File: src/rtl/bus_fault_guard.sv
module bus_fault_guard #(
  parameter int ADDR_W = 24,
  parameter int DATA_W = 32,
  parameter int STAT_W = 16
) (
  input  logic              clk,
  input  logic              rst_n,
  input  logic              acc_valid,
  input  logic [ADDR_W-1:0] acc_addr,
  input  logic              acc_write,
  input  logic [1:0]        acc_size,
  input  logic              acc_dma,
  input  logic              sup_mode,
  input  logic [1:0]        page_status,
  input  logic              page_wen,
  input  logic              err_en,
  input  logic              par_ie,
  input  logic              clr_stat,
  input  logic [DATA_W-1:0] rd_data_i,
  output logic              acc_grant,
  output logic [DATA_W-1:0] rd_data_o,
  output logic [STAT_W-1:0] genstat_o,
  output logic [STAT_W-1:0] bsr0_o,
  output logic [STAT_W-1:0] bsr1_o,
  output logic              bus_err_o,
  output logic              lvl7_o
);
  localparam logic [ADDR_W-1:0] IO_BASE = ADDR_W'(24'h40_0000);
  localparam logic [STAT_W-1:0] ALL_ONES = '1;

  logic in_ram, kern_area, pf, uie, kern, nowe, fault, armed;
  logic [7:0] b0_hi;
  logic [STAT_W-1:0] gs_next, b0_next;

  assign in_ram    = acc_addr < IO_BASE;
  assign kern_area = acc_addr[22:19] == 4'd0;

  // priority chain: page presence, supervisor grant, region, kernel, write-protect
  assign pf   = in_ram && page_status == 2'd0;
  assign uie  = !pf && !sup_mode && !in_ram;
  assign kern = !pf && !sup_mode && in_ram && kern_area;
  assign nowe = !pf && !sup_mode && in_ram && !kern_area && acc_write && !page_wen;

  assign fault     = acc_valid && (pf || uie || kern || nowe);
  assign acc_grant = acc_valid && !fault;
  assign rd_data_o = fault ? '1 : rd_data_i;

  assign gs_next = {1'b1, !acc_write, acc_dma, !pf, 1'b1, par_ie, 1'b1, !uie, 8'hFF};

  always_comb begin
    if (acc_dma)             b0_hi = 8'h3C;
    else if (acc_size != 0)  b0_hi = 8'h7C;
    else if (acc_addr[0])    b0_hi = 8'h7E;
    else                     b0_hi = 8'h7D;
  end
  assign b0_next = {b0_hi, acc_addr[23:16]};

  always_ff @(posedge clk) begin
    if (!rst_n) begin
      genstat_o <= ALL_ONES;
      bsr0_o    <= ALL_ONES;
      bsr1_o    <= ALL_ONES;
      armed     <= 1'b1;
      bus_err_o <= 1'b0;
      lvl7_o    <= 1'b0;
    end else begin
      bus_err_o <= fault && err_en && !acc_dma;
      lvl7_o    <= fault && err_en && acc_dma;
      if (clr_stat) begin
        genstat_o <= ALL_ONES;
        bsr0_o    <= ALL_ONES;
        bsr1_o    <= ALL_ONES;
        armed     <= 1'b1;
      end else if (fault && armed) begin
        genstat_o <= gs_next;
        bsr0_o    <= b0_next;
        bsr1_o    <= acc_addr[15:0];
        armed     <= 1'b0;
      end
    end
  end


  strobe_excl_chk: assert property (@(posedge clk) disable iff (!rst_n)
    $onehot0({bus_err_o, lvl7_o}));


  strobe_cause_chk: assert property (@(posedge clk) disable iff (!rst_n)
    (acc_valid && !acc_grant && err_en) |=> (bus_err_o || lvl7_o));


  clear_chk: assert property (@(posedge clk) disable iff (!rst_n)
    clr_stat |=> (genstat_o == ALL_ONES && bsr0_o == ALL_ONES && bsr1_o == ALL_ONES));


  hold_chk: assert property (@(posedge clk) disable iff (!rst_n)
    (!armed && !clr_stat) |=> $stable({genstat_o, bsr0_o, bsr1_o}));


  sup_grant_chk: assert property (@(posedge clk) disable iff (!rst_n)
    (acc_valid && sup_mode && !in_ram) |-> acc_grant);


  rd_fill_chk: assert property (@(posedge clk) disable iff (!rst_n)
    (acc_valid && !acc_grant) |-> rd_data_o == '1);
endmodule

File: config.mk
export PLATFORM = sky130hd
export DESIGN_NAME = bus_fault_guard
export DESIGN_NICKNAME = d
export VERILOG_FILES = /design/src/rtl/bus_fault_guard.sv
export SDC_FILE = /design/constraint.sdc
export NUM_CORES = 1
export LEC_CHECK = 0
export ABC_AREA = 1
export ABC_CLOCK_PERIOD_IN_PS = 1400
export BUFFER_PORTS_ARGS = -buffer_cell sky130_fd_sc_hd__buf_2
export CAP_MARGIN = 0
export CORE_MARGIN = 5
export CORE_UTILIZATION = 38
export CTS_CLUSTER_DIAMETER = 80
export DETAILED_ROUTE_END_ITERATION = 10
export GPL_ROUTABILITY_DRIVEN = 0
export GPL_TIMING_DRIVEN = 0
export PLACE_DENSITY = 0.8
export SLEW_MARGIN = 10
export SYNTH_ARGS = -nofsm -noshare
export SYNTH_HDL_FRONTEND = slang
export SYNTH_SLANG_ARGS = --single-unit
File: constraint.sdc
create_clock -name clk -period 1.4 [get_ports clk]
set_clock_uncertainty 0.2 [all_clocks]
set_input_delay 0.21 -clock clk [delete_from_list [all_inputs] [get_ports clk]]
set_output_delay 0.21 -clock clk [all_outputs]
set_load 0.005 [all_outputs]
; ---- Word-level counts from Yosys, hierarchy flattened
; Index checks and enable logic that the tools add are counted.
[op_classes]
magnitude_cmp = 1
n_mux = 4
bitwise = 1
reduce_logical = 30
[ops]
columns = cell, count
row1 = 32-bit two-way mux, 1
row2 = 24-bit by 23-bit < comparator with 1-bit output (second input constant), 1
row3 = 1-bit logical AND, 14
row4 = 1-bit zero test, 9
row5 = 7-bit two-way mux, 1
row6 = 4-bit zero test, 1
row7 = 2-bit two-way mux, 2
row8 = 1-bit logical OR, 3
row9 = 2-bit zero test, 1
row10 = 2-bit nonzero test, 1
row11 = 2-bit OR reduction, 1
row12 = 1-bit inverter, 1
[totals]
register_bits = 40
inputBits = 70
wordCells = 42

; ---- Logic depth before layout (Yosys ltp)
; Gate-level depths: netlist (run 1).
[logic_depth]
depth_word = 12
depth_mapped = 9
depth_no_buf = 8

; ---- Worst setup path before layout (run 1)
; OpenSTA, ideal clock, no wires.
[synth_path]
kind = input port to output port
startpoint = in acc_addr[22]
endpoint = out rd_data_o[0]
arrival_time_ns = 0.945
setup_slack_ns = 0.045
path_stages = 6
n_path_buf = 1
path_cell_list = nor2_2 nand3_2 nand2_4 a21oi_4 clkbuf_2 or2_1
[synth_between]
elab_chain_len = 11
[synth_lines]
columns = item, line
row1 = from (decl), 9  ; input logic [ADDR_W-1:0] acc_addr,
row2 = 24-bit by 23-bit < comparator with 1-bit output, 35  ; assign in_ram = acc_addr < IO_BASE;
row3 = 1-bit logical AND, 39  ; assign pf = in_ram && page_status == 2'd0;
row4 = 1-bit zero test, "40, 41, 42"
row5 = 1-bit logical AND, "40, 41, 42"
row6 = 1-bit logical AND, "41, 42"
row7 = 1-bit logical AND (3 in series), 42  ; assign nowe = !pf && !sup_mode && in_ram && !kern_area && acc_write && !page_wen;
row8 = 1-bit logical OR *, 44  ; assign fault = acc_valid && (pf || uie || kern || nowe);
row9 = 1-bit logical AND *, 44
row10 = 32-bit two-way mux *, 46  ; assign rd_data_o = fault ? '1 : rd_data_i;
row11 = to (decl), 21  ; output logic [DATA_W-1:0] rd_data_o,
; Every way passes the cells marked *; elsewhere a longest branch is shown, timed or not.

; ---- Worst setup path in the final report (run 1)
[layout_path]
startpoint = in acc_addr[19]
endpoint = out rd_data_o[6]
; Same word-level chain as after synthesis.

==> results.yml, run 1 <==
global_route:
  track_usage: 0.1936
  grt_max_degree: 17
  grt_pass1_wl_mm: 9.528
  antenna_found_initial: 0
  grt_pass1_vias: 2005
  overflow: 0
logic_synthesis:
  syn_area_um2: 1792
  synthMuxAreaShare: 0
  synth-xor-area-share: 0
  synth_cell_types: 21
  yosys_warnings: 0
  synth_top_area_frac: 0.3911
  yosysSeqAreaShare: 0.3911
  syn_area_per_cell_um2: 7.723
  synth_top_family_by_area: "simple AND/OR/NAND/NOR gates"
  synth_adder_area_share: 0
  netlist_instances: 232
  synthSimpleGateAreaFrac: 0.4497
  synth_seq_cells: 35
  synth.area.top_cells: "dfxtp_1 (39%), nand4_1 (12%), or2_1 (10%), nand3_1 (8.9%), nand2_1 (8.0%)"
  synth-compound-area-share: 0.01187
  synth_top_cell_by_area: "dfxtp_1"
critical_path:
  path_max_fanout: 6
  crit_chain: "buf_8, nor2_4, nand2_2, nand3_2, nand2_4, a21oi_4, clkbuf_8, or2_1, buf_2"
  rr_startpoint: "bsr0_o[15]"
  crit_start: "acc_addr[19]"
  worst_path_max_delay_cell: "a21oi_4"
  end_kind: "output pin"
  critPathBufInv: 3
  critPathLaunchType: "input port"
  critical_path_class: "input port to output pin"
  critPathMaxStageDelay_ps: 190
  required_ps: 990
  arrival_ps: 1210
  crit_family: "buffers and inverters"
run_status:
  violations: "hold timing, setup timing"
  status: "finished with violations"
drt:
  drt_iter0_drc: 87
  wl_per_cell_um: 13.74
  drt-total-wl_mm: 6.403
  vias: 2170
  vias_per_cell: 4.657
  antenna_left: 0
  drcViolationCount: 0
  detail_route.first_pass.iterations: 4
power_and_ir_drop:
  power_density_nw_per_um2: 797.9
  pwr-share-comb: 0.267
  leakagePower_nw: 1.523
  internal-power_w: 0.001717
  seqPwrFrac: 0.441
  pwr-share-clk: 0.292
  p_sw_w: 0.0006604
  swShare: 0.2778
  ir_drop_mv: 0.5991
cells_and_area:
  drive_gt1_frac: 0.4612
  antennaDiodeCount: 0
  post-route-util: 0.6392
  multi_input_area_um2: 910.9
  final_cell_mix: "buf_2 (133), nand2_1 (36), dfxtp_1 (35), nand4_1 (33), nand3_1 (32)"
  stdcell_count: 466
  regArea_um2: 700.7
  final_common_cell: "buf_2"
  fillers: 421
  area_growth_pct: 66.27
  final_nets: 481
timing:
  fin_ws_ps: -221.6
  max_freq_mhz: 616.7
  period_share: 1.158
  finalSetupViolations: 33
  slew_headroom: 0.6638
  tightestPinTransition_ps: 504.2
  grt_setup_unrepaired: "true"
  layout_min_cycle_time_ps: 1622
  slew_violations: 0
  finalHoldViolCount: 1
  hold_ws_ps: -0.2779
floorplan:
  die_w_um: 78.67
  start_util: 0.3844
  fp.dieH_um: 78.67
  pin_count: 153
  fp-row-count: 25
  coreArea_um2: 4661
  die_area_um2: 6188
cts:
  cts_tree: "yes"
  clk_latency_ps: 280
  clock-sinks: 35
  root_buffer: "clkbuf_8"
  cts_buffers: 5
  clkSlewWorstSetupHoldPaths_ps: 70
  cts_buffer_depth: 2
  ctsHtreeMaxLevel: 2
flow_run:
  max-cap-violations: 0
hold_path:
  min_from: "acc_addr[4]"
  hold_class: "input port to flop"
placed_design:
  dp_cells: 436
  port_buffers: 136
  dp_hpwl_mm: 4.894
-- path summary, 6_finish.rpt --
check | end | slack [ps] | depth (start not counted)
worst max-delay path | rd_data_o[6] | -220 | 9
worst min-delay path | bsr1_o[4] | -0.3 | 3
worst max register to register | bsr0_o[9] | 90 | 4
worst min register to register | bsr0_o[1] | 250 | 2
-- worst register-to-register path, delay by kind of cell (launching register included) --
family | cells | cell delay, ps
buffers and inverters | 2 | 470
flip-flops | 1 | 330
AND/OR/NAND/NOR | 2 | 250
-- area by class of cell --
cell class | count | area share
well taps | 54 | 0.02268
multi-input cells | 167 | 0.3058
flip-flops and latches | 35 | 0.2352
clock inverters | 1 | 0.001680
plain buffers | 35 | 0.08148
repair buffers | 159 | 0.3175
inverters | 8 | 0.01008
clock buffers | 7 | 0.02562
-- synthesized netlist by cell type --
cell type / count
nand2_1: 38
dfxtp_1: 35
nand4_1: 33
nand3_1: 32
or2_1: 30
buf_4: 17
clkbuf_1: 9
nor2_1: 9
inv_1: 8
buf_2: 4
buf_6: 3
clkbuf_2: 3
nand2_4: 2
or2_2: 2
a21oi_4: 1
conb_1: 1
nand2_2: 1
nand3_2: 1
nand3_4: 1
nor2_2: 1
o21ai_0: 1
-- logic make-up (layout without fill, tap and decap cells) --
group / Yosys count / after routing
buf+inv: 44 / 210
other cells: 1 / 15
compound gates: 2 / 2
flops: 35 / 35
simple gates: 150 / 150
-- state kept, by name (all words and copies together) (netlist names) --
name       count
bsr0_o        12
bsr1_o        16
lvl7_o         1
genstat_o      5
bus_err_o      1
-- per-layer routing --
layer	vias to the layer above	track usage	wire (um)
met5	-	0	0
met4	0	0.04720	57
met3	7	0.03784	395
met2	74	0.3226	3208
met1	990	0.2558	2742
li1	1099	-	-
-- metrics by stage --
stage	area, um^2	setup TNS [ps]	power (W)	setup WS (ps)
after CTS	2965	-6325	0.002381	-223.0
after global routing	2979	-9672	0.002503	-291.1
after detailed placement	2592	-12590	0.001620	-335.5
after global placement	2592	-11700	0.001610	-306.7
after floorplan	1844	0	0.001366	45.21
final	2979	-5672	0.002377	-221.6
-- power by group through the flow --
stage	combinational, W	sequential (W)	clock (W)
after floorplan	0.000291	0.00107	0
after global placement	0.000540	0.00107	0
after detailed placement	0.000549	0.00107	0
after CTS	0.000625	0.00105	0.000707
after global routing	0.000698	0.00105	0.000752
final	0.000634	0.00105	0.000693
-- what timing repair did --
| action | CTS | global route |
|---|---|---|
| cloned | 1 | 0 |
| pin swaps | 1 | 1 |
| setup endpoints to repair | 57 | 63 |
| endpoints found under the hold margin | 19 | 0 |
| hold buffers | 19 | 0 |
| resized for setup | 23 | 6 |
| setup buffers | 3 | 0 |
Note: power is estimated with default switching activity, not from simulation.
==> inputs of run 2 (changes only) <==
CORE_ASPECT_RATIO = 0.9   (was unset)
HOLD_SLACK_MARGIN = 0.1   (was unset)
==> results.yml, run 2 (synthesis results as in run 1) <==
run_status:
  status: "finished with violations"
  violations: "setup timing"
floorplan:
  fp.dieH_um: 75.14
  pin_count: 153
  coreArea_um2: 4518
  fp-row-count: 23
  die_area_um2: 6190
  die_w_um: 82.38
  start_util: 0.3966
timing:
  tightestPinTransition_ps: 657.3
  fin_ws_ps: -308.3
  slew_violations: 0
  finalSetupTns_ps: -13070
  period_share: 1.220
  grt_setup_unrepaired: "true"
  layout_min_cycle_time_ps: 1708
  finalSetupViolations: 66
  hold_ws_ps: 117.9
  slew_headroom: 0.5618
  max_freq_mhz: 585.4
  finalHoldViolCount: 0
critical_path:
  crit_chain: "buf_8, nor2_4, nand2_2, nand3_2, nand2_4, a21oi_4, clkbuf_8, or2_1, buf_2"
  required_ps: 990
  reg2reg_slack_ps: 10
  crit_family: "buffers and inverters"
  arrival_ps: 1300
  critPathLaunchType: "input port"
  end_kind: "output pin"
  critPathMaxStageDelay_ps: 270
  worst_path_max_delay_cell: "a21oi_4"
  critical_path_class: "input port to output pin"
  path_max_fanout: 6
  critPathBufInv: 3
cells_and_area:
  area_growth_pct: 95.46
  stdcell_count: 495
  top_register: "bsr1_o"
  drive_gt1_frac: 0.5833
  final_cell_mix: "buf_2 (130), dfxtp_1 (35), nand4_1 (33), dlygate4sd3_1 (30), or2_1 (27)"
  largest_register_ffs: 16
  final_common_cell: "buf_2"
  final_nets: 503
  top_regs: "bsr1_o: 16 flops, bsr0_o: 12 flops, genstat_o: 5 flops"
  post-route-util: 0.7751
  fillers: 335
cts:
  root_buffer: "clkbuf_8"
  cts_tree: "yes"
  clkSlewWorstSetupHoldPaths_ps: 60
  cts_buffers: 5
  clk_latency_ps: 280
  clock-sinks: 35
  cts_buffer_depth: 2
  ctsHtreeMaxLevel: 2
placed_design:
  port_buffers: 136
  dp_cells: 444
  dp_hpwl_mm: 4.880
power_and_ir_drop:
  ir_drop_mv: 0.5846
  pwr-share-clk: 0.260
  seqPwrFrac: 0.416
  leakagePower_nw: 1.667
  swShare: 0.2922
  p_sw_w: 0.0007466
  pwr-share-comb: 0.324
  power_density_nw_per_um2: 729.5
  internal-power_w: 0.001808
drt:
  drt_iter0_drc: 103
  vias: 2331
  antenna_left: 0
  drcViolationCount: 0
  vias_per_cell: 4.709
  detail_route.first_pass.iterations: 4
  wl_per_cell_um: 16.04
  drt-total-wl_mm: 7.941
global_route:
  grt_pass1_wl_mm: 9.922
  grt_pass1_vias: 2067
  antenna_found_initial: 1
  track_usage: 0.2113
  grt_max_degree: 11
  overflow: 0
flow_run:
  max-cap-violations: 0
hold_path:
  hold_class: "input port to flop"
==> run 2: tightest hold or removal path, delay by kind of cell <==
family | cells | cell delay [ps]
and+or+nand+nor | 2 | 180
buffers and inverters | 1 | 160
==> run 2: power groups by stage <==
stage | clock network (W) | logic, W | registers, W
final | 0.000665 | 0.000828 | 0.00106
after global routing | 0.000719 | 0.000892 | 0.00107
after global placement | 0 | 0.000542 | 0.00107
after detailed placement | 0 | 0.000549 | 0.00107
after floorplan | 0 | 0.000291 | 0.00107
after CTS | 0.000671 | 0.000662 | 0.00105
==> run 2: metal layers <==
layer | up-vias | wire length, um | GRT usage
li1 | 1151 | - | -
met1 | 1044 | 3053 | 0.2755
met2 | 120 | 4160 | 0.3532
met3 | 16 | 556 | 0.04306
met4 | 0 | 171 | 0.06089
met5 | - | 0 | 0
==> run 2: per-stage QoR <==
step                setup WS, ps  instance area (um^2)  total power, W
floorplan                  45.21                  1844        0.001366
global placement          -314.8                  2603        0.001612
detailed placement        -352.1                  2603        0.001620
CTS                       -288.3                  3095        0.002383
global route              -342.6                  3502        0.002676
finish                    -308.3                  3502        0.002555
==> run 2: area by class of cell <==
cell class                 count  area (um^2)  area share
buffer                        36        275.3     0.07860
antenna                        1        2.502   0.0007145
multi-input combinational    167         1167      0.3333
clock buffer                   6        72.57     0.02072
timing repair buffer         180         1176      0.3358
sequential                    35        700.7      0.2001
inverter                       8        30.03    0.008574
tap                           62        77.57     0.02215
==> run 2: path summary, 6_finish.rpt <==
kind / from / cells past startpoint / to
setup / recovery: acc_addr[20] / 9 / rd_data_o[2]
hold / removal: acc_valid / 3 / bsr1_o[3]
setup reg to reg: bsr0_o[15] / 5 / bsr1_o[1]
hold reg to reg: bsr1_o[14] / 2 / bsr1_o[14]
==> run 2: repair_timing <==
action | in CTS | in global routing
hold endpoints to repair | 32 | 0
setup buffers | 4 | 7
hold buffers | 30 | 0
gates cloned | 1 | 3
pin swaps | 5 | 13
gates resized for setup | 21 | 90
setup endpoints to repair | 61 | 66
==> inputs of run 3 (changes only) <==
CORE_UTILIZATION = 34   (was 38)
PLACE_DENSITY = 0.73   (was 0.8)
==> results.yml, run 3 (synthesis results as in run 1) <==
run_status:
  status: "finished with violations"
  violations: "setup timing"
floorplan:
  pin_count: 153
  die_w_um: 86.52
  fp-row-count: 25
  coreArea_um2: 5192
  die_area_um2: 6823
  fp.dieH_um: 78.87
  start_util: 0.3451
cells_and_area:
  final_common_cell: "buf_2"
  area_growth_pct: 81.70
  regArea_um2: 700.7
  fillers: 478
  top_register: "bsr1_o"
  top_regs: "bsr1_o: 16 flops, bsr0_o: 12 flops, genstat_o: 5 flops"
  drive_gt1_frac: 0.4767
  multi_input_area_um2: 949.7
  final_cell_mix: "buf_2 (133), dfxtp_1 (35), nand4_1 (33), nand2_1 (32), dlygate4sd3_1 (31)"
  antennaDiodeCount: 0
  largest_register_ffs: 16
  final_nets: 499
power_and_ir_drop:
  power_density_nw_per_um2: 763.6
  p_sw_w: 0.0007115
  pwr-share-comb: 0.288
  p_total_w: 0.002486
  pwr-share-clk: 0.289
  internal-power_w: 0.001774
  ir_drop_mv: 0.4978
  leakagePower_nw: 1.623
  seqPwrFrac: 0.423
  swShare: 0.2862
hold_path:
  hold_class: "input port to flop"
critical_path:
  end_kind: "output pin"
  critPathLaunchType: "input port"
  reg2reg_slack_ps: 60
  arrival_ps: 1260
  critical_path_class: "input port to output pin"
  path_max_fanout: 6
  required_ps: 990
global_route:
  grt_max_degree: 17
  track_usage: 0.1789
  grt_pass1_vias: 2129
  overflow: 0
  grt_pass1_wl_mm: 9.846
  antenna_found_initial: 0
timing:
  fin_ws_ps: -268.7
  grt_setup_unrepaired: "true"
  finalSetupViolations: 52
  period_share: 1.192
  layout_min_cycle_time_ps: 1669
  slew_violations: 0
  max_freq_mhz: 599.3
  finalHoldViolCount: 0
  tightestPinTransition_ps: 540.8
  slew_headroom: 0.6394
placed_design:
  port_buffers: 136
  pre_cts_slack_ps: -330.1
  dp_hpwl_mm: 4.764
drt:
  antenna_left: 0
  drt_iter0_drc: 112
  drcViolationCount: 0
  detail_route.first_pass.iterations: 4
  drt-total-wl_mm: 6.803
  vias: 2294
  vias_per_cell: 4.616
  wl_per_cell_um: 13.69
cts:
  clock-sinks: 35
  cts_tree: "yes"
  cts_buffers: 5
  cts_buffer_depth: 2
  root_buffer: "clkbuf_8"
  ctsHtreeMaxLevel: 2
  clk_latency_ps: 280
  clkSlewWorstSetupHoldPaths_ps: 80
flow_run:
  max-cap-violations: 0
## run 3: cell count changes in the layout (fill, tap and decap cells not counted), sizes merged
| cell | delta |
|---|---|
| buf | -5 |
| clkinvlp | +2 |
| clkbuf | -1 |
| clkinv | +1 |
| diode | -1 |
| dlygate4sd3 | +1 |
## run 3: metal layers
metal	up-vias	global-route usage	part of all wire
li1	1141	-	-
met1	1059	0.2213	0.42
met2	79	0.2974	0.49
met3	15	0.04668	0.064
met4	0	0.06542	0.020
met5	-	0	0
## run 3: layout make-up
cell class	instances	area share
Multi-Input combinational cell	167	0.2917
Clock inverter	3	0.006149
Inverter	8	0.009224
Buffer	35	0.07994
Sequential cell	35	0.2152
Tap cell	67	0.02575
Timing Repair Buffer	177	0.3509
Clock buffer	5	0.02114
## run 3: through the flow
stage / hold WS (ps) / instance area (um^2) / setup TNS (ps) / std cells / util
after floorplan: 82.38 / 1844 / 0 / 246 / -
after global placement: 225.9 / 2609 / -12640 / 449 / 0.5024
after detailed placement: 235.0 / 2609 / -12980 / 449 / 0.5024
after CTS: 100.5 / 3103 / -9756 / 491 / 0.5976
after global routing: 115.8 / 3256 / -12000 / 497 / 0.6270
final: 101.0 / 3256 / -6829 / 497 / 0.6270
## run 3: worst max-delay path, stage by stage
cell	delay (ps)
buf_2	100
nor2_2	120
nand2_2	140
a21oi_4	250
clkbuf_8	190
or2_1	120
buf_2	120
## run 3: worst paths after layout
| check | startpoint | end | depth (start not counted) |
|---|---|---|---|
| max | page_status[1] | rd_data_o[28] | 7 |
| min | acc_addr[22] | genstat_o[8] | 4 |
| max reg2reg | bsr0_o[15] | bsr0_o[1] | 5 |
| min reg2reg | genstat_o[10] | genstat_o[10] | 2 |
## run 3: repair_timing
item	CTS	global route
endpoints found under the setup margin	54	68
buffers inserted	3	4
cloned	1	3
endpoints found under the hold margin	32	0
resized for setup	16	32
pin swaps	4	10
hold buffers	31	0
## run 3: power by group through the flow
stage / combinational, W / sequential, W / clock (W)
2_1_floorplan: 0.000291 / 0.00107 / 0
3_3_place_gp: 0.000542 / 0.00107 / 0
3_5_place_dp: 0.000545 / 0.00107 / 0
4_1_cts: 0.000648 / 0.00105 / 0.000737
5_1_grt: 0.000782 / 0.00105 / 0.000785
6_report: 0.000717 / 0.00105 / 0.000718
